<file path="config.mk">
export PLATFORM = sky130hd
export DESIGN_NAME = burst_rmw_mgr
export DESIGN_NICKNAME = d
export VERILOG_FILES = /design/src/rtl/rmw_pkg.sv /design/src/rtl/rmw_ctrl.sv /design/src/rtl/rmw_datapath.sv /design/src/rtl/burst_rmw_mgr.sv
export SDC_FILE = /design/constraint.sdc
export NUM_CORES = 1
export LEC_CHECK = 0
export BUFFER_PORTS_ARGS = -buffer_cell sky130_fd_sc_hd__buf_2
export CORE_MARGIN = 1.5
export CORE_UTILIZATION = 59
export CTS_BUF_LIST = sky130_fd_sc_hd__clkbuf_8 sky130_fd_sc_hd__clkbuf_16
export CTS_CLUSTER_DIAMETER = 30
export DETAILED_ROUTE_END_ITERATION = 10
export GPL_ROUTABILITY_DRIVEN = 0
export PLACE_DENSITY = 0.86
export RECOVER_POWER = 25
export SYNTH_ARGS = -nofsm -noshare
export SYNTH_HDL_FRONTEND = slang
export SYNTH_SLANG_ARGS = --single-unit
export TNS_END_PERCENT = 5
</file>
<file path="constraint.sdc">
create_clock -name clk -period 5.3 [get_ports clk]
set_clock_uncertainty 0.2 [all_clocks]
set_input_delay 0.53 -clock clk [delete_from_list [all_inputs] [get_ports clk]]
set_output_delay 0.53 -clock clk [all_outputs]
set_load 0.02 [all_outputs]
</file>
<file path="src/rtl/rmw_pkg.sv">
package rmw_pkg;

  typedef enum logic [2:0] {
    ST_IDLE,
    ST_RDADDR,
    ST_RDDATA,
    ST_WRADDR,
    ST_WRDATA,
    ST_WRRESP,
    ST_DONE
  } rmwState_e;

  // strobes from control to datapath
  typedef struct packed {
    logic captureJob;  // latch address, clear counters and error
    logic rdBeat;      // a read beat is taken this cycle
    logic wrBeat;      // a write beat is taken this cycle
    logic rspBeat;     // the write response is taken this cycle
  } rmwStrobe_t;

  localparam logic [1:0] RESP_OKAY  = 2'b00;
  localparam logic [1:0] BURST_INCR = 2'b01;

endpackage

</file>
<file path="src/rtl/rmw_ctrl.sv">
module rmw_ctrl
  import rmw_pkg::*;
(
  input  logic       clk,
  input  logic       rstN,
  input  logic       jobStart,
  input  logic       arReady,
  input  logic       rValid,
  input  logic       rLast,
  input  logic       awReady,
  input  logic       wReady,
  input  logic       wLastBeat,
  input  logic       bValid,
  output logic       arValid,
  output logic       rReady,
  output logic       awValid,
  output logic       wValid,
  output logic       bReady,
  output logic       jobDone,
  output rmwStrobe_t strobe
);

  rmwState_e stateQ, stateD;

  always_ff @(posedge clk) begin
    if (!rstN) stateQ <= ST_IDLE;
    else       stateQ <= stateD;
  end

  // outputs depend on state only, so no ready-to-valid path exists
  assign arValid = (stateQ == ST_RDADDR);
  assign rReady  = (stateQ == ST_RDDATA);
  assign awValid = (stateQ == ST_WRADDR);
  assign wValid  = (stateQ == ST_WRDATA);
  assign bReady  = (stateQ == ST_WRRESP);
  assign jobDone = (stateQ == ST_DONE);

  always_comb begin
    stateD = stateQ;
    strobe = '0;
    unique case (stateQ)
      ST_IDLE: begin
        if (jobStart) begin
          strobe.captureJob = 1'b1;
          stateD = ST_RDADDR;
        end
      end
      ST_RDADDR: if (arReady) stateD = ST_RDDATA;
      ST_RDDATA: begin
        if (rValid) begin
          strobe.rdBeat = 1'b1;
          if (rLast) stateD = ST_WRADDR;
        end
      end
      ST_WRADDR: if (awReady) stateD = ST_WRDATA;
      ST_WRDATA: begin
        if (wReady) begin
          strobe.wrBeat = 1'b1;
          if (wLastBeat) stateD = ST_WRRESP;
        end
      end
      ST_WRRESP: begin
        if (bValid) begin
          strobe.rspBeat = 1'b1;
          stateD = ST_DONE;
        end
      end
      ST_DONE: stateD = ST_IDLE;
      default: stateD = ST_IDLE;
    endcase
  end

endmodule

</file>
<file path="src/rtl/rmw_datapath.sv">
module rmw_datapath
  import rmw_pkg::*;
#(
  parameter int ADDR_W = 32,
  parameter int DATA_W = 32,
  parameter int ID_W   = 4,
  parameter int BEATS  = 16,
  parameter int JOB_ID = 3
) (
  input  logic              clk,
  input  logic              rstN,
  input  rmwStrobe_t        strobe,
  input  logic [ADDR_W-1:0] jobAddr,
  input  logic [DATA_W-1:0] rData,
  input  logic [ID_W-1:0]   rId,
  input  logic [1:0]        rResp,
  input  logic              rLast,
  input  logic [ID_W-1:0]   bId,
  input  logic [1:0]        bResp,
  output logic [ADDR_W-1:0] baseAddr,
  output logic [DATA_W-1:0] wData,
  output logic              wLastBeat,
  output logic              errSticky
);

  localparam int IDX_W = (BEATS > 1) ? $clog2(BEATS) : 1;
  localparam int CNT_W = $clog2(BEATS + 1);
  localparam logic [CNT_W-1:0] LAST_CNT = CNT_W'(BEATS - 1);
  localparam logic [CNT_W-1:0] FULL_CNT = CNT_W'(BEATS);
  localparam logic [IDX_W-1:0] LAST_IDX = IDX_W'(BEATS - 1);
  localparam logic [ID_W-1:0]  OWN_ID   = ID_W'(JOB_ID);
  localparam logic [DATA_W-1:0] ONE     = {{(DATA_W-1){1'b0}}, 1'b1};

  logic [DATA_W-1:0] slotMem [BEATS];
  logic [CNT_W-1:0]  rdCnt;
  logic [IDX_W-1:0]  wrIdx;
  logic              slotFree;
  logic              rdFault;
  logic              rspFault;

  assign slotFree = (rdCnt < FULL_CNT);
  // rLast must coincide with the final slot; a mismatch either way is a fault
  assign rdFault  = (rResp != RESP_OKAY) || (rId != OWN_ID) ||
                    (rLast != (rdCnt == LAST_CNT));
  assign rspFault = (bResp != RESP_OKAY) || (bId != OWN_ID);

  always_ff @(posedge clk) begin
    if (!rstN) begin
      baseAddr  <= '0;
      rdCnt     <= '0;
      wrIdx     <= '0;
      errSticky <= 1'b0;
    end else begin
      if (strobe.captureJob) begin
        baseAddr  <= jobAddr;
        rdCnt     <= '0;
        wrIdx     <= '0;
        errSticky <= 1'b0;
      end
      if (strobe.rdBeat) begin
        if (slotFree) rdCnt <= rdCnt + 1'b1;
        if (rdFault)  errSticky <= 1'b1;
      end
      if (strobe.wrBeat) wrIdx <= wrIdx + 1'b1;
      if (strobe.rspBeat && rspFault) errSticky <= 1'b1;
    end
  end

  // slot store: no reset, only filled slots are ever meaningful
  always_ff @(posedge clk) begin
    if (strobe.rdBeat && slotFree) slotMem[rdCnt[IDX_W-1:0]] <= rData + ONE;
  end

  assign wData     = slotMem[wrIdx];
  assign wLastBeat = (wrIdx == LAST_IDX);

endmodule

</file>
<file path="src/rtl/burst_rmw_mgr.sv">
module burst_rmw_mgr
  import rmw_pkg::*;
#(
  parameter int ADDR_W = 32,
  parameter int DATA_W = 32,
  parameter int ID_W   = 4,
  parameter int BEATS  = 16,
  parameter int JOB_ID = 3
) (
  input  logic                clk,
  input  logic                rstN,
  input  logic                jobStart,
  input  logic [ADDR_W-1:0]   jobAddr,
  output logic                jobDone,
  output logic                jobErr,
  output logic                arValid,
  input  logic                arReady,
  output logic [ADDR_W-1:0]   arAddr,
  output logic [ID_W-1:0]     arId,
  output logic [7:0]          arLen,
  output logic [2:0]          arSize,
  output logic [1:0]          arBurst,
  input  logic                rValid,
  output logic                rReady,
  input  logic [DATA_W-1:0]   rData,
  input  logic [ID_W-1:0]     rId,
  input  logic [1:0]          rResp,
  input  logic                rLast,
  output logic                awValid,
  input  logic                awReady,
  output logic [ADDR_W-1:0]   awAddr,
  output logic [ID_W-1:0]     awId,
  output logic [7:0]          awLen,
  output logic [2:0]          awSize,
  output logic [1:0]          awBurst,
  output logic                wValid,
  input  logic                wReady,
  output logic [DATA_W-1:0]   wData,
  output logic [DATA_W/8-1:0] wStrb,
  output logic                wLast,
  input  logic                bValid,
  output logic                bReady,
  input  logic [ID_W-1:0]     bId,
  input  logic [1:0]          bResp
);

  localparam int STRB_W = DATA_W / 8;
  localparam logic [7:0] LEN_CODE  = 8'(BEATS - 1);
  localparam logic [2:0] SIZE_CODE = 3'($clog2(STRB_W));

  rmwStrobe_t        strobe;
  logic [ADDR_W-1:0] baseAddr;
  logic              wLastBeat;

  rmw_ctrl u_ctrl (
    .clk       (clk),
    .rstN      (rstN),
    .jobStart  (jobStart),
    .arReady   (arReady),
    .rValid    (rValid),
    .rLast     (rLast),
    .awReady   (awReady),
    .wReady    (wReady),
    .wLastBeat (wLastBeat),
    .bValid    (bValid),
    .arValid   (arValid),
    .rReady    (rReady),
    .awValid   (awValid),
    .wValid    (wValid),
    .bReady    (bReady),
    .jobDone   (jobDone),
    .strobe    (strobe)
  );

  rmw_datapath #(
    .ADDR_W (ADDR_W),
    .DATA_W (DATA_W),
    .ID_W   (ID_W),
    .BEATS  (BEATS),
    .JOB_ID (JOB_ID)
  ) u_dp (
    .clk       (clk),
    .rstN      (rstN),
    .strobe    (strobe),
    .jobAddr   (jobAddr),
    .rData     (rData),
    .rId       (rId),
    .rResp     (rResp),
    .rLast     (rLast),
    .bId       (bId),
    .bResp     (bResp),
    .baseAddr  (baseAddr),
    .wData     (wData),
    .wLastBeat (wLastBeat),
    .errSticky (jobErr)
  );

  assign arAddr  = baseAddr;
  assign awAddr  = baseAddr;
  assign arId    = ID_W'(JOB_ID);
  assign awId    = ID_W'(JOB_ID);
  assign arLen   = LEN_CODE;
  assign awLen   = LEN_CODE;
  assign arSize  = SIZE_CODE;
  assign awSize  = SIZE_CODE;
  assign arBurst = BURST_INCR;
  assign awBurst = BURST_INCR;
  assign wStrb   = {STRB_W{1'b1}};
  assign wLast   = wLastBeat;

endmodule

</file>
==> run_results.csv <==
group,metric,value,unit
critical_path,required,4570,ps
worst_hold_path,hold_class,"in -> reg",
cells_and_area,final_nets,1548,
clock_tree,cts_tree,"built",
global_route,grt_pass1_vias,13545,
sta,fmax,0.254,GHz
global_route,globalRoute.totalOverflow,0,
sta,period_minus_slack,3930,ps
route,drtIter0Drc,1448,
critical_path,cp_slowest_cell,"dfxtp_4",
clock_tree,htreeDepth,3,
floorplanning,dieArea,39100,um2
floorplanning,die_w,198,um
synth,postSynthCellCount,1208,
sta,finalCritPeriodShare,0.742,
pwr,p_leak,9.10,nW
critical_path,endpoint_kind,"output pin",
cells_and_area,drive_gt1_frac,0.292,
route,routed_via_density,6.35,
clock_tree,numCtsBuffers,97,
sta,max_slew_margin,0.0806,
run,max_cap_violations,0,
placement,portBuffers,188,
clock_tree,path_clk_slew,50,ps
floorplanning,io_pins,227,
critical_path,crit_chain,"buf_12 -> mux4_2 -> a22oi_1 -> nand2_1 -> buf_2",
floorplanning,fp.coreArea,37500,um2
global_route,grt_max_degree,62,
synth,synth_cell_type_count,46,
critical_path,cp_max_fo,39,
cells_and_area,fillCellCount,2072,
cells_and_area,syn_to_final_growth,21.7,%
floorplanning,row_count,71,
synth,syn_area,22400,um2
synth,ys_warn_count,0,
route,avgRoutedWirePerCell,28.8,um
critical_path,path_class,"reg -> out",
critical_path,crit_family,"flip-flops",
floorplanning,die_height,198,um
pwr,peakVddDrop,0.000301,V
global_route,track_usage,0.311,
sta,hold_viol,0,
critical_path,crit_arrival,3200,ps
critical_path,start_kind,"register",
global_route,antenna_found_initial,3,
synth,synthArstFlopShare,0,
clock_tree,clk_latency,600,ps
run_status,status,"completed",
critical_path,worst-path-buf-inv,2,
route,drtPass1Iterations,5,
sta,slew_violations,0,
sta,timing.hold.ws,111,ps
sta,setup_viol,0,
global_route,grt_pass1_wl,86.1,mm
clock_tree,cts_buffer_depth,3,
clock_tree,numClockSinks,561,
sta,rsz0062_at_grt,"no",
synth,ys_ff_latch,561,
pwr,power_density,429,nW/um2
sta,worst_pin_slew,1370,ps
synth,synth-seq-area-share,0.730,
synth,synth_edf_count,512,
route,wl,59.0,mm
synth,synth_ff_type,"edfxtp_1",
sta,tns,0,ps
route,drc,0,
synth,postSynthAreaPerCell,18.5,um2
critical_path,critPathMaxStageDelay,860,ps
clock_tree,root_buffer,"clkbuf_16",
floorplanning,initial_core_util,0.597,
placement,dp.final_hpwl,28.1,mm
route,antenna_left,0,
route,vias,13020,
[cell families (layout without fill, tap and decap cells)]
| logic type | count (synthesis) | count (layout) | synth area share |
|---|---|---|---|
| simple gates | 221 | 221 | 0.0480 |
| mux | 131 | 131 | 0.130 |
| buf+inv | 139 | 431 | 0.0374 |
| flops | 561 | 561 | 0.730 |
| fa+ha+maj | 6 | 6 | 0.00335 |
| other cells | 2 | 40 | 0.000335 |
| xor+xnor | 31 | 31 | 0.0121 |
| compound gates | 117 | 117 | 0.0384 |
[layer usage]
metal,GRT usage,vias up,wire length [um],part of all wire
li1,-,5239,-,-
met1,0.389,6614,20700,0.35
met2,0.524,1000,30400,0.52
met3,0.0663,165,5390,0.091
met4,0.146,2,2450,0.041
met5,0,-,13,0.00022
[registers in the layout (all words and copies together), names as in the netlist, named ones only]
name and flops:
u_ctrl.stateQ 3, u_dp.slotMem 512, u_dp.baseAddr 32, u_dp.wrIdx 4
u_dp.rdCnt 5, u_dp.errSticky 1
[area by class of cell]
class	instances	area (um2)	share of cell area
Multi-Input combinational cell	544	5420	0.199
Clock inverter	78	890	0.0326
Tap cell	511	639	0.0235
Antenna cell	2	5.00	0.000184
Timing Repair Buffer	246	1400	0.0514
Clock buffer	100	2500	0.0918
Sequential cell	561	16400	0.601
Inverter	7	26.3	0.000964
[where the power goes]
group          leakage [nW]  internal [mW]  switching [mW]
Combinational          2.46          0.103           0.249
Clock                  1.64           4.23            2.23
Sequential             5.00           4.87          0.0240
[synthesized netlist by cell type, types with 7 or more instances]
| library cell | n | share of area |
|---|---|---|
| a21boi_0 | 31 | 0.010 |
| a22oi_1 | 64 | 0.021 |
| and2_1 | 7 | 0.0020 |
| and3_1 | 9 | 0.0025 |
| buf_2 | 24 | 0.0054 |
| buf_4 | 72 | 0.024 |
| clkbuf_1 | 28 | 0.0047 |
| dfxtp_1 | 49 | 0.044 |
| edfxtp_1 | 512 | 0.69 |
| inv_1 | 7 | 0.0012 |
| mux4_2 | 128 | 0.13 |
| nand2_1 | 117 | 0.020 |
| nand3_1 | 18 | 0.0040 |
| nand4_1 | 10 | 0.0028 |
| nor2_1 | 29 | 0.0049 |
| nor3_1 | 9 | 0.0020 |
| xnor2_1 | 25 | 0.0098 |
[stage by stage]
stage	util	total power, mW	cell area, um2	std cells	setup slack (ps)
3_5_place_dp	0.632	5.31	23700	1837	1490
2_1_floorplan	-	5.22	22500	1244	1270
3_3_place_gp	0.632	5.29	23700	1837	1860
6_report	0.727	11.7	27200	2049	1370
4_1_cts	0.731	11.7	27400	2047	1280
5_1_grt	0.727	11.9	27200	2048	1200
[tightest hold or removal path: cells and delay by family]
family / cells / cell delay [ps]
AOI/OAI and AO/OA: 2 / 250
buffers and inverters: 1 / 90
[final timing paths]
kind / startpoint / end / slack [ps] / cells past startpoint
max: register / wData[4] / 1370 / 5
min: bValid / u_dp.errSticky$_SDFF_PN0_ / 110 / 3
min reg2reg: u_dp.wrIdx[3]$_SDFFE_PN0N_ / register / 280 / 1
max reg2reg: u_ctrl.stateQ[0]$_SDFFE_PN0P_ / u_dp.slotMem[9][13]$_DFFE_PP_ / 1540 / 5
[cell usage in the layout (no fill, tap or decap), drive strengths merged, types with 2 or more instances in the layout]
cell,Yosys,final
a21boi,35,35
ha,6,6
edfxtp,512,512
clkinvlp,0,12
conb,2,38
a21oi,6,6
xor2,6,6
xnor2,25,25
and4,4,4
nand3,18,18
nor3,10,10
nand4bb,2,2
and3,9,9
dfxtp,49,49
nor2b,3,3
clkbuf,28,174
nand4,10,10
buf,104,140
and2,7,7
nor2,29,29
a22oi,64,64
mux2i,3,3
diode,0,2
o21a,4,4
nand2,117,117
dlygate4sd3,0,32
clkinv,0,33
inv,7,24
nand2b,4,4
o21ai,3,3
bufinv,0,16
mux4,128,128
[timing repair]
item | 4_1_cts | 5_1_grt
hold endpoints to repair | 32 | 0
hold buffers | 32 | 0
buffers inserted | 0 | 0
gates resized for setup | 0 | 0
No activity file was read; power rests on OpenSTA's default activity.
